===== src/rtl/intflag_pkg.sv =====
package intflag_pkg;
  typedef enum logic [3:0] {
    OP_TEST = 4'd0,
    OP_AND  = 4'd1,
    OP_OR   = 4'd2,
    OP_XOR  = 4'd3,
    OP_CMP  = 4'd4,
    OP_ADD  = 4'd5,
    OP_SUB  = 4'd6,
    OP_INC  = 4'd7,
    OP_DEC  = 4'd8
  } op_e;

  typedef enum logic [1:0] {
    LG_AND = 2'd0,
    LG_OR  = 2'd1,
    LG_XOR = 2'd2
  } lsel_e;

  typedef struct packed {
    logic cf;
    logic zf;
    logic sf;
    logic pf;
    logic of;
  } flags_t;
endpackage


===== src/rtl/intflag_rst_sync.sv =====
module intflag_rst_sync #(
  parameter int STAGES = 2
) (
  input  logic clk,
  input  logic rst_n,
  output logic rst_sync_n
);
  logic [STAGES-1:0] sync_q;

  always_ff @(posedge clk or negedge rst_n) begin
    if (!rst_n) sync_q <= '0;
    else        sync_q <= {sync_q[STAGES-2:0], 1'b1};
  end

  assign rst_sync_n = sync_q[STAGES-1];
endmodule


===== src/rtl/intflag_addsub.sv =====
module intflag_addsub #(
  parameter int DATA_W = 16
) (
  input  logic [DATA_W-1:0] a,
  input  logic [DATA_W-1:0] b,
  input  logic              sub,
  output logic [DATA_W-1:0] sum,
  output logic              carry,
  output logic              ovf
);
  localparam int EXT_W = DATA_W + 1;

  logic [DATA_W-1:0] b_x;
  logic [EXT_W-1:0]  zext_sum;
  logic [EXT_W-1:0]  sext_sum;

  always_comb begin
    b_x      = sub ? ~b : b;
    zext_sum = {1'b0, a} + {1'b0, b_x} + EXT_W'(sub);
    sext_sum = {a[DATA_W-1], a} + {b_x[DATA_W-1], b_x} + EXT_W'(sub);
    sum      = zext_sum[DATA_W-1:0];
    // Carry-out of A + ~B + 1 is the inverse of a borrow.
    carry    = zext_sum[DATA_W] ^ sub;
    ovf      = sext_sum[DATA_W] ^ sext_sum[DATA_W-1];
  end
endmodule


===== src/rtl/intflag_logic.sv =====
module intflag_logic #(
  parameter int DATA_W = 16
) (
  input  logic [DATA_W-1:0]  a,
  input  logic [DATA_W-1:0]  b,
  input  intflag_pkg::lsel_e sel,
  output logic [DATA_W-1:0]  y
);
  import intflag_pkg::*;

  always_comb begin
    unique case (sel)
      LG_OR:   y = a | b;
      LG_XOR:  y = a ^ b;
      default: y = a & b;
    endcase
  end
endmodule


===== src/rtl/intflag_flags.sv =====
module intflag_flags #(
  parameter int DATA_W = 16
) (
  input  logic [DATA_W-1:0] res,
  output logic              zf,
  output logic              sf,
  output logic              pf
);
  localparam int PAR_W = (DATA_W < 8) ? DATA_W : 8;

  logic [PAR_W-1:0] par_bits;

  generate
    if (PAR_W == DATA_W) begin : g_par_all
      assign par_bits = res;
    end else begin : g_par_low
      assign par_bits = res[PAR_W-1:0];
    end
  endgenerate

  always_comb begin
    zf = (res == '0);
    sf = res[DATA_W-1];
    pf = ~(^par_bits);
  end
endmodule


===== src/rtl/intflag_alu.sv =====
module intflag_alu #(
  parameter int DATA_W = 16
) (
  input  logic              clk,
  input  logic              rst_n,
  input  logic [3:0]        op_i,
  input  logic [DATA_W-1:0] a_i,
  input  logic [DATA_W-1:0] b_i,
  input  logic              cf_i,
  output logic [DATA_W-1:0] res_o,
  output logic              we_o,
  output logic              cf_o,
  output logic              zf_o,
  output logic              sf_o,
  output logic              pf_o,
  output logic              of_o
);
  import intflag_pkg::*;

  localparam logic [DATA_W-1:0] ONE = DATA_W'(1);

  logic              rst_sync_n;
  logic [DATA_W-1:0] as_b;
  logic              as_sub;
  logic [DATA_W-1:0] as_sum;
  logic              as_carry;
  logic              as_ovf;
  lsel_e             lg_sel;
  logic [DATA_W-1:0] lg_y;
  logic [DATA_W-1:0] res_d;
  logic              we_d;
  logic              cf_d;
  logic              of_d;
  logic              zf_d;
  logic              sf_d;
  logic              pf_d;
  logic              load_en;

  intflag_rst_sync #(.STAGES(2)) u_rst (
    .clk        (clk),
    .rst_n      (rst_n),
    .rst_sync_n (rst_sync_n)
  );

  // Operand steering for the shared adder/subtractor.
  always_comb begin
    as_sub = (op_i == OP_SUB) || (op_i == OP_CMP) || (op_i == OP_DEC);
    as_b   = ((op_i == OP_INC) || (op_i == OP_DEC)) ? ONE : b_i;
    unique case (op_i)
      OP_OR:   lg_sel = LG_OR;
      OP_XOR:  lg_sel = LG_XOR;
      default: lg_sel = LG_AND;
    endcase
  end

  intflag_addsub #(.DATA_W(DATA_W)) u_addsub (
    .a     (a_i),
    .b     (as_b),
    .sub   (as_sub),
    .sum   (as_sum),
    .carry (as_carry),
    .ovf   (as_ovf)
  );

  intflag_logic #(.DATA_W(DATA_W)) u_logic (
    .a   (a_i),
    .b   (b_i),
    .sel (lg_sel),
    .y   (lg_y)
  );

  // Next-state selection per operation.
  always_comb begin
    res_d = '0;
    we_d  = 1'b0;
    cf_d  = 1'b0;
    of_d  = 1'b0;
    case (op_i)
      OP_TEST: begin
        res_d = lg_y;
      end
      OP_AND, OP_OR, OP_XOR: begin
        res_d = lg_y;
        we_d  = 1'b1;
      end
      OP_CMP: begin
        res_d = as_sum;
        cf_d  = as_carry;
        of_d  = as_ovf;
      end
      OP_ADD, OP_SUB: begin
        res_d = as_sum;
        we_d  = 1'b1;
        cf_d  = as_carry;
        of_d  = as_ovf;
      end
      OP_INC, OP_DEC: begin
        res_d = as_sum;
        we_d  = 1'b1;
        cf_d  = cf_i;
        of_d  = as_ovf;
      end
      default: begin
        res_d = '0;
      end
    endcase
  end

  intflag_flags #(.DATA_W(DATA_W)) u_flags (
    .res (res_d),
    .zf  (zf_d),
    .sf  (sf_d),
    .pf  (pf_d)
  );

  assign load_en = 1'b1;

  always_ff @(posedge clk or negedge rst_sync_n) begin
    if (!rst_sync_n) begin
      res_o <= '0;
      we_o  <= 1'b0;
      cf_o  <= 1'b0;
      zf_o  <= 1'b0;
      sf_o  <= 1'b0;
      pf_o  <= 1'b0;
      of_o  <= 1'b0;
    end else if (load_en) begin
      res_o <= res_d;
      we_o  <= we_d;
      cf_o  <= cf_d;
      zf_o  <= zf_d;
      sf_o  <= sf_d;
      pf_o  <= pf_d;
      of_o  <= of_d;
    end
  end
endmodule


===== config.mk =====
export PLATFORM = sky130hd
export DESIGN_NAME = intflag_alu
export DESIGN_NICKNAME = d
export VERILOG_FILES = /design/src/rtl/intflag_pkg.sv /design/src/rtl/intflag_rst_sync.sv /design/src/rtl/intflag_addsub.sv /design/src/rtl/intflag_logic.sv /design/src/rtl/intflag_flags.sv /design/src/rtl/intflag_alu.sv
export SDC_FILE = /design/constraint.sdc
export NUM_CORES = 1
export LEC_CHECK = 0
export ABC_AREA = 1
export BUFFER_PORTS_ARGS = -buffer_cell sky130_fd_sc_hd__buf_2
export CAP_MARGIN = 20
export CORE_ASPECT_RATIO = 1.2
export CORE_UTILIZATION = 55
export DETAILED_ROUTE_END_ITERATION = 8
export PLACE_DENSITY = 0.9
export SYNTH_ARGS = -nofsm -noshare
export SYNTH_HDL_FRONTEND = slang
export SYNTH_SLANG_ARGS = --single-unit

===== constraint.sdc =====
create_clock -name clk -period 0.9 [get_ports clk]
set_input_delay 0.135 -clock clk [delete_from_list [all_inputs] [get_ports clk]]
set_output_delay 0.135 -clock clk [all_outputs]
set_load 0.02 [all_outputs]

==> results.json, run 1 <==
{
  "status": "did not finish",
  "flow.stopped_at": "clock tree synthesis (4_1_cts)",
  "first-error": "[ERROR DPL-0033] detailed placement checks failed during check placement.",
  "cts_sinks": 23,
  "synth_area_leaders": "ha_1, dfrtp_1, inv_1, nand2_1, nor2_1",
  "ys_warn_count": 0,
  "holdBufCountCts": 1,
  "synth_edf_count": 0,
  "htreeDepth": 1,
  "start_util": 0.568,
  "ios": 61,
  "port_buffers": 60,
  "cts_buffer_depth": 2,
  "ys_async_sr_fraction": 1.00,
  "synth.net_count": 525,
  "rows": 29,
  "root_buffer": "clkbuf_8",
  "synth_flop_cell": "dfrtp_1",
  "ys_seq_area_frac": 0.193,
  "fp.dieW_um": 69.3,
  "synth.most_common_cell": "inv_1",
  "cts_inserted_buffers": 3,
  "syn_inst": 429,
  "synth_top_area_share": 0.234,
  "ys_ff_latch": 23,
  "synth_area_leader_cell": "ha_1",
  "synth_common_cells": "inv_1, nand2_1, ha_1",
  "dp_hpwl_um": 8220,
  "gp_congestion": 1.02,
  "syn_area_per_cell_um2": 6.97,
  "cts_resized": 181,
  "cts_setup_buffers": 25,
  "die_h_um": 82.8,
  "synthesis.area_um2": 2990,
  "ys_types": 37
}
-- cells by family after synthesis --
| logic type | count (synthesis) | share of synthesized area |
|---|---|---|
| flops | 23 | 0.193 |
| compound gates | 88 | 0.167 |
| simple gates | 158 | 0.234 |
| buf+inv | 82 | 0.106 |
| xor+xnor | 20 | 0.0586 |
| fa+ha+maj | 57 | 0.241 |
| other cells | 1 | 0.00125 |
-- metrics by stage --
| step | instances | hold WS [ns] | worst slack, ns | instance area [um^2] |
|---|---|---|---|---|
| detailed placement | 654 | -0.0773 | -2.17 | 4270 |
| global placement | 654 | -0.0806 | -1.88 | 4270 |
| floorplan | 429 | -0.161 | -1.74 | 3090 |
==> inputs of run 2 (changes only) <==
--- a/config.mk
+++ b/config.mk
@@ -8,10 +8,9 @@
 export ABC_AREA = 1
 export BUFFER_PORTS_ARGS = -buffer_cell sky130_fd_sc_hd__buf_2
 export CAP_MARGIN = 20
-export CORE_ASPECT_RATIO = 1.2
-export CORE_UTILIZATION = 55
+export CORE_UTILIZATION = 40
 export DETAILED_ROUTE_END_ITERATION = 8
-export PLACE_DENSITY = 0.9
+export PLACE_DENSITY_LB_ADDON = 0.15
 export SYNTH_ARGS = -nofsm -noshare
 export SYNTH_HDL_FRONTEND = slang
 export SYNTH_SLANG_ARGS = --single-unit
==> run 2 against run 1 <==
Compared with the run above:
- the flow now finishes, with violations (negative setup slack)
- synthesized cell count unchanged
- synthesized area unchanged
==> results.json, run 2 <==
{
  "status": "finished with violations",
  "violations": "negative setup slack",
  "core_area_um2": 7250,
  "holdPathStages": 3,
  "crit_type": "input pin to flip-flop",
  "cts_inserted_buffers": 3,
  "grt_pass1_vias": 3440,
  "synth_area_leaders": "ha_1, dfrtp_1, inv_1, nand2_1, nor2_1",
  "synth.most_common_cell": "inv_1",
  "final_common_cell": "buf_4",
  "required_ns": 1.09,
  "synthesis.area_um2": 2990,
  "p_leak_nw": 3.00,
  "cts_sinks": 23,
  "port_buffers": 60,
  "drt_iter0_drc": 180,
  "net-switching-power_w": 0.00290,
  "antenna_found_initial": 0,
  "dp_hpwl_um": 7780,
  "stdcell_count": 752,
  "rows": 31,
  "final_layout_size_suffix_gt1_frac": 0.590,
  "ys_ff_latch": 23,
  "clock_latency_ns": 0.26,
  "wl_per_cell_um": 16.4,
  "slowest_stage": "or2_4",
  "synth_top_area_share": 0.234,
  "die_area_um2": 7820,
  "cts_buffer_depth": 2,
  "path_max_fanout": 7,
  "synth_flop_cell": "dfrtp_1",
  "period_share": 3.04,
  "synth.net_count": 525,
  "start_util": 0.412,
  "grt-ovfl-total": 0,
  "vias": 3933,
  "area_growth_pct": 92.7,
  "fin_area_um2": 5760,
  "dpl-instance-area_um2": 4420,
  "clockPowerShare": 0.087,
  "synth_edf_count": 0,
  "ys_warn_count": 0,
  "insertedDiodeCount": 0,
  "clkTransAtPathRegs_ns": 0.07,
  "power_w": 0.00696,
  "syn_inst": 429,
  "period_needed_ns": 2.73,
  "rsz0062_at_grt": "yes",
  "wl_um": 12400,
  "grt_pass1_wl_um": 15400,
  "htreeDepth": 1,
  "reg_top3": "res_o: 16 flops, u_rst.sync_q: 2 flops",
  "die_h_um": 88.4,
  "fin_util": 0.794,
  "ios": 61,
  "drc": 0,
  "fp.dieW_um": 88.4,
  "hp-class": "input pin to flip-flop",
  "crit_chain": "buf_12, inv_12, nand4_1, nand2_4, nor2_4, xor2_4, ha_4, a21oi_4, o21ai_2, inv_1, nand2_2, or2_4, a31oi_4, ha_2, nand4_1, nor2_1, nand2_1, nor2_1, nand4_1, nor2_1",
  "internal-power_w": 0.00406,
  "cts_tree": "built",
  "ys_seq_area_frac": 0.193,
  "most-common-layout-cells": "buf_4, buf_6, inv_1",
  "synth_common_cells": "inv_1, nand2_1, ha_1",
  "fin_skew_ns": 0.00102,
  "max_freq_mhz": 366,
  "hold_violations": 0,
  "vias_per_cell": 5.23,
  "drt_pass1_iterations": 4,
  "antenna_left": 0,
  "gp_congestion": 0.913,
  "ff2ff_setup_slack_ns": 0.42,
  "syn_area_per_cell_um2": 6.97,
  "ir_worst_vdd_v": 0.000562,
  "root_buffer": "clkbuf_8",
  "slew_viol_final": 0,
  "seq_power_share": 0.183,
  "ys_types": 37,
  "switching_share": 0.417,
  "cp.arrival_ns": 2.93,
  "grt_usage": 0.254,
  "synth_area_leader_cell": "ha_1",
  "cp-start-kind": "input pin",
  "powerDensity_nw_per_um2": 1210,
  "fin_ws_ns": -1.83,
  "comb_power_share": 0.731,
  "largest_reg_flops": 16,
  "dpl_worst_slack_ns": -2.09,
  "setup_viol_count_final": 36,
  "r2r_cells": 0,
  "fillers": 480,
  "ys_async_sr_fraction": 1.00,
  "end_kind": "flip-flop",
  "finalNetCount": 750,
  "regMostFlops": "res_o",
  "grt_max_degree": 22,
  "dp_cells": 706,
  "cpPeakStageDelay_ns": 0.26,
  "cap_viol_max_count": 0
}
==> run 2: cell counts after synthesis <==
No cell type changed its count.
==> run 2: cell type report <==
type / count / area, um^2 / share of cell area
tap: 99 / 124 / 0.0215
clock buffer: 4 / 45.0 / 0.00782
multi-input combinational: 324 / 2830 / 0.492
inverter: 71 / 279 / 0.0484
sequential: 23 / 576 / 0.0999
timing repair buffer: 231 / 1900 / 0.330
==> run 2: worst paths after layout <==
path                                                start                   endpoint
max in group asynchronous       u_rst.sync_q[1]$_DFF_PN0_         res_o[1]$_DFF_PN0_
worst max register to register  u_rst.sync_q[0]$_DFF_PN0_  u_rst.sync_q[1]$_DFF_PN0_
min in group asynchronous                           rst_n  u_rst.sync_q[0]$_DFF_PN0_
worst min-delay path                                 cf_i             cf_o$_DFF_PN0_
worst max-delay path                              op_i[3]             zf_o$_DFF_PN0_
worst min register to register  u_rst.sync_q[1]$_DFF_PN0_        res_o[12]$_DFF_PN0_
==> run 2: per-layer routing <==
| metal | GRT usage | wire length [um] | vias up |
|---|---|---|---|
| li1 | - | - | 1842 |
| met1 | 0.307 | 4810 | 1900 |
| met2 | 0.460 | 6590 | 152 |
| met3 | 0.0420 | 589 | 39 |
| met4 | 0.0777 | 370 | 0 |
| met5 | 0 | 0 | - |
==> run 2: kinds of logic (layout without fill, tap and decap cells) <==
logic type	count (synthesis)	count (layout)	share of synthesized area
buf+inv	82	306	0.106
simple gates	158	158	0.234
xor+xnor	20	20	0.0586
fa+ha+maj	57	57	0.241
compound gates	88	88	0.167
flops	23	23	0.193
other cells	1	1	0.00125
==> run 2: power groups by stage <==
stage          registers (W)  logic, W  clock network [W]
6_report             0.00127   0.00509           0.000602
5_1_grt              0.00128   0.00540           0.000669
4_1_cts              0.00123   0.00372           0.000600
3_5_place_dp         0.00123   0.00322                  0
3_3_place_gp         0.00123   0.00316                  0
2_1_floorplan        0.00145   0.00153                  0
==> run 2: timing repair <==
item	CTS	global route
gates resized for setup	90	166
setup endpoints to repair	33	42
hold buffers	1	0
setup buffers	17	33
pin swaps	26	70
endpoints found under the hold margin	2	0
==> run 2: critical path, delay by kind of cell <==
family	cells	cell delay (ns)
simple gates	11	1.39
fa+ha+maj	2	0.45
compound gates	3	0.47
buf+inv	3	0.26
xor+xnor	1	0.23
==> run 2: through the flow <==
step	hold WS, ns	setup TNS [ns]
after global routing	0.145	-30.04
final	0.154	-27.80
after detailed placement	-0.0758	-31.49
after global placement	-0.0793	-30.23
after floorplan	-0.161	-22.40
after CTS	0.127	-24.09
Note: power is estimated with default switching activity, not from simulation.
==> inputs of run 3 (changes only) <==
--- a/config.mk
+++ b/config.mk
@@ -9,8 +9,11 @@
 export BUFFER_PORTS_ARGS = -buffer_cell sky130_fd_sc_hd__buf_2
 export CAP_MARGIN = 20
 export CORE_UTILIZATION = 40
+export CTS_BUF_LIST = sky130_fd_sc_hd__clkbuf_2 sky130_fd_sc_hd__clkbuf_4 sky130_fd_sc_hd__clkbuf_8
 export DETAILED_ROUTE_END_ITERATION = 8
 export PLACE_DENSITY_LB_ADDON = 0.15
+export RECOVER_POWER = 25
+export SETUP_SLACK_MARGIN = 0.02
 export SYNTH_ARGS = -nofsm -noshare
 export SYNTH_HDL_FRONTEND = slang
 export SYNTH_SLANG_ARGS = --single-unit
==> run 3 against run 2 <==
Compared with the run above:
- die area unchanged
- fmax is 1.8% higher
- sequential share of layout area rose by 0.57 points
- critical path depth stayed put
- the flow still finishes with violations (negative setup slack)
- core utilization is 4.3 points lower
- non-clock buffer count down 9
- clock power increased by 3%
- clock-buffer cell count unchanged
- first-iteration DRC count increased by 41%
- via count is 5.3% lower
- combinational power shrank 9.6%
- highest routed layer unchanged
- sequential cell count stayed put
==> results.json, run 3 (synthesis results as in run 2) <==
{
  "ir_worst_vdd_v": 0.000546,
  "fin_area_um2": 5450,
  "period_share": 2.98,
  "ios": 61,
  "die_area_um2": 7820,
  "switching_share": 0.405,
  "final_common_cell": "buf_4",
  "cts_tree": "built",
  "clkTransAtPathRegs_ns": 0.07,
  "wl_um": 11100,
  "fin_ws_ns": -1.79,
  "use_met1": 0.310,
  "port_buffers": 60,
  "rsz0062_at_grt": "yes",
  "cpPeakStageDelay_ns": 0.26,
  "root_buffer": "clkbuf_8",
  "htreeDepth": 1,
  "cts_sinks": 23,
  "cp_num_buf_inv": 3,
  "cp.arrival_ns": 2.87,
  "regMostFlops": "res_o",
  "slowest_stage": "or2_4",
  "vias": 3723,
  "p_leak_nw": 2.89,
  "status": "finished with violations",
  "fillers": 537,
  "dpl-instance-area_um2": 4420,
  "cts_inserted_buffers": 3,
  "fin_util": 0.751,
  "slew_viol_final": 0,
  "core_area_um2": 7250,
  "drt_pass1_iterations": 4,
  "gp_congestion": 0.913,
  "cap_viol_max_count": 0,
  "insertedDiodeCount": 0,
  "clock_latency_ns": 0.25,
  "ff2ff_setup_slack_ns": 0.29,
  "dpl_worst_slack_ns": -2.09,
  "hold_violations": 0,
  "net-switching-power_w": 0.00263,
  "largest_reg_flops": 16,
  "drc": 0,
  "most-common-layout-cells": "buf_4, inv_1, ha_1",
  "finalNetCount": 741,
  "dp_hpwl_um": 7780,
  "crit_family": "simple AND/OR/NAND/NOR gates",
  "required_ns": 1.09,
  "area_growth_pct": 82.3,
  "grt_use_met2": 0.478,
  "grt_pass1_vias": 3450,
  "final_layout_size_suffix_gt1_frac": 0.537,
  "clockPowerShare": 0.096,
  "cp-start-kind": "input pin",
  "antenna_left": 0,
  "cts_buffer_depth": 2,
  "grt_pass1_wl_um": 15600,
  "die_h_um": 88.4,
  "period_needed_ns": 2.69,
  "setup_tns_ns": -27.20,
  "internal-power_w": 0.00386,
  "antenna_found_initial": 0,
  "whs_ns": 0.138,
  "seq_power_share": 0.196,
  "drt_iter0_drc": 253,
  "max_freq_mhz": 372,
  "grt-ovfl-total": 0,
  "hp-class": "input pin to flip-flop",
  "fin_skew_ns": 0.00213,
  "start_util": 0.412,
  "path_max_fanout": 7,
  "busiest_layer": "met2",
  "wl_per_cell_um": 14.9,
  "grt_usage": 0.258,
  "comb_power_share": 0.709,
  "crit_type": "input pin to flip-flop",
  "grt_use_met3": 0.0392,
  "reg_top3": "res_o: 16 flops, u_rst.sync_q: 2 flops",
  "rows": 31,
  "grt_max_degree": 22,
  "crit_chain": "buf_12, inv_12, nand4_1, nand2_4, nor2_4, xor2_4, ha_4, a21oi_4, o21ai_2, inv_1, nand2_2, or2_4, a31oi_4, ha_2, nand4_1, nor2_1, nand2_1, nor2_1, nand4_1, nor2_1",
  "vias_per_cell": 5.01,
  "powerDensity_nw_per_um2": 1190,
  "fp.dieW_um": 88.4,
  "end_kind": "flip-flop",
  "setup_viol_count_final": 30,
  "violations": "negative setup slack"
}
==> run 3: repair_timing <==
| item | 4_1_cts | 5_1_grt |
|---|---|---|
| resized for setup | 108 | 87 |
| setup buffers | 16 | 23 |
| hold endpoints to repair | 2 | 0 |
| hold buffers | 1 | 0 |
| pin swaps | 26 | 48 |
| setup endpoints to repair | 42 | 43 |
==> run 3: worst min-delay path, delay by kind of cell <==
family	cells	cell delay (ns)
AOI/OAI and AO/OA	1	0.08
buffers and inverters	1	0.08
and+or+nand+nor	1	0.05
==> run 3: stage by stage <==
step / std cells / power (W)
after global placement: 706 / 0.00440
after global routing: 743 / 0.00691
final: 743 / 0.00649
after CTS: 725 / 0.00569
after floorplan: 429 / 0.00299
after detailed placement: 706 / 0.00445
==> run 3: power by group through the flow <==
stage          combinational [W]  sequential (W)  clock [W]
5_1_grt                  0.00494         0.00128   0.000689
4_1_cts                  0.00380         0.00125   0.000635
3_3_place_gp             0.00316         0.00123          0
2_1_floorplan            0.00153         0.00145          0
6_report                 0.00460         0.00127   0.000621
3_5_place_dp             0.00322         0.00123          0
==> run 3: cell type report <==
class,instances,area (um^2),area share
inverters,71,279,0.0512
well taps,99,124,0.0227
repair buffers,222,1760,0.322
flip-flops and latches,23,576,0.106
multi-input cells,324,2670,0.489
clock buffers,4,48.8,0.00896
==> run 3: path summary, 6_finish.rpt <==
kind,startpoint,to,depth (start not counted)
worst max register to register,u_rst.sync_q[1]$_DFF_PN0_,res_o[11]$_DFF_PN0_,1
worst min-delay path,cf_i,cf_o$_DFF_PN0_,3
worst max-delay path,op_i[3],zf_o$_DFF_PN0_,20
min in group asynchronous,rst_n,u_rst.sync_q[0]$_DFF_PN0_,2
max in group asynchronous,u_rst.sync_q[1]$_DFF_PN0_,res_o[11]$_DFF_PN0_,1
worst min register to register,u_rst.sync_q[1]$_DFF_PN0_,res_o[12]$_DFF_PN0_,1
==> run 3: per-layer routing <==
| layer | up-vias | wire [um] |
|---|---|---|
| met5 | - | 0 |
| met2 | 101 | 5810 |
| met1 | 1775 | 4620 |
| li1 | 1825 | - |
| met3 | 22 | 453 |
| met4 | 0 | 201 |
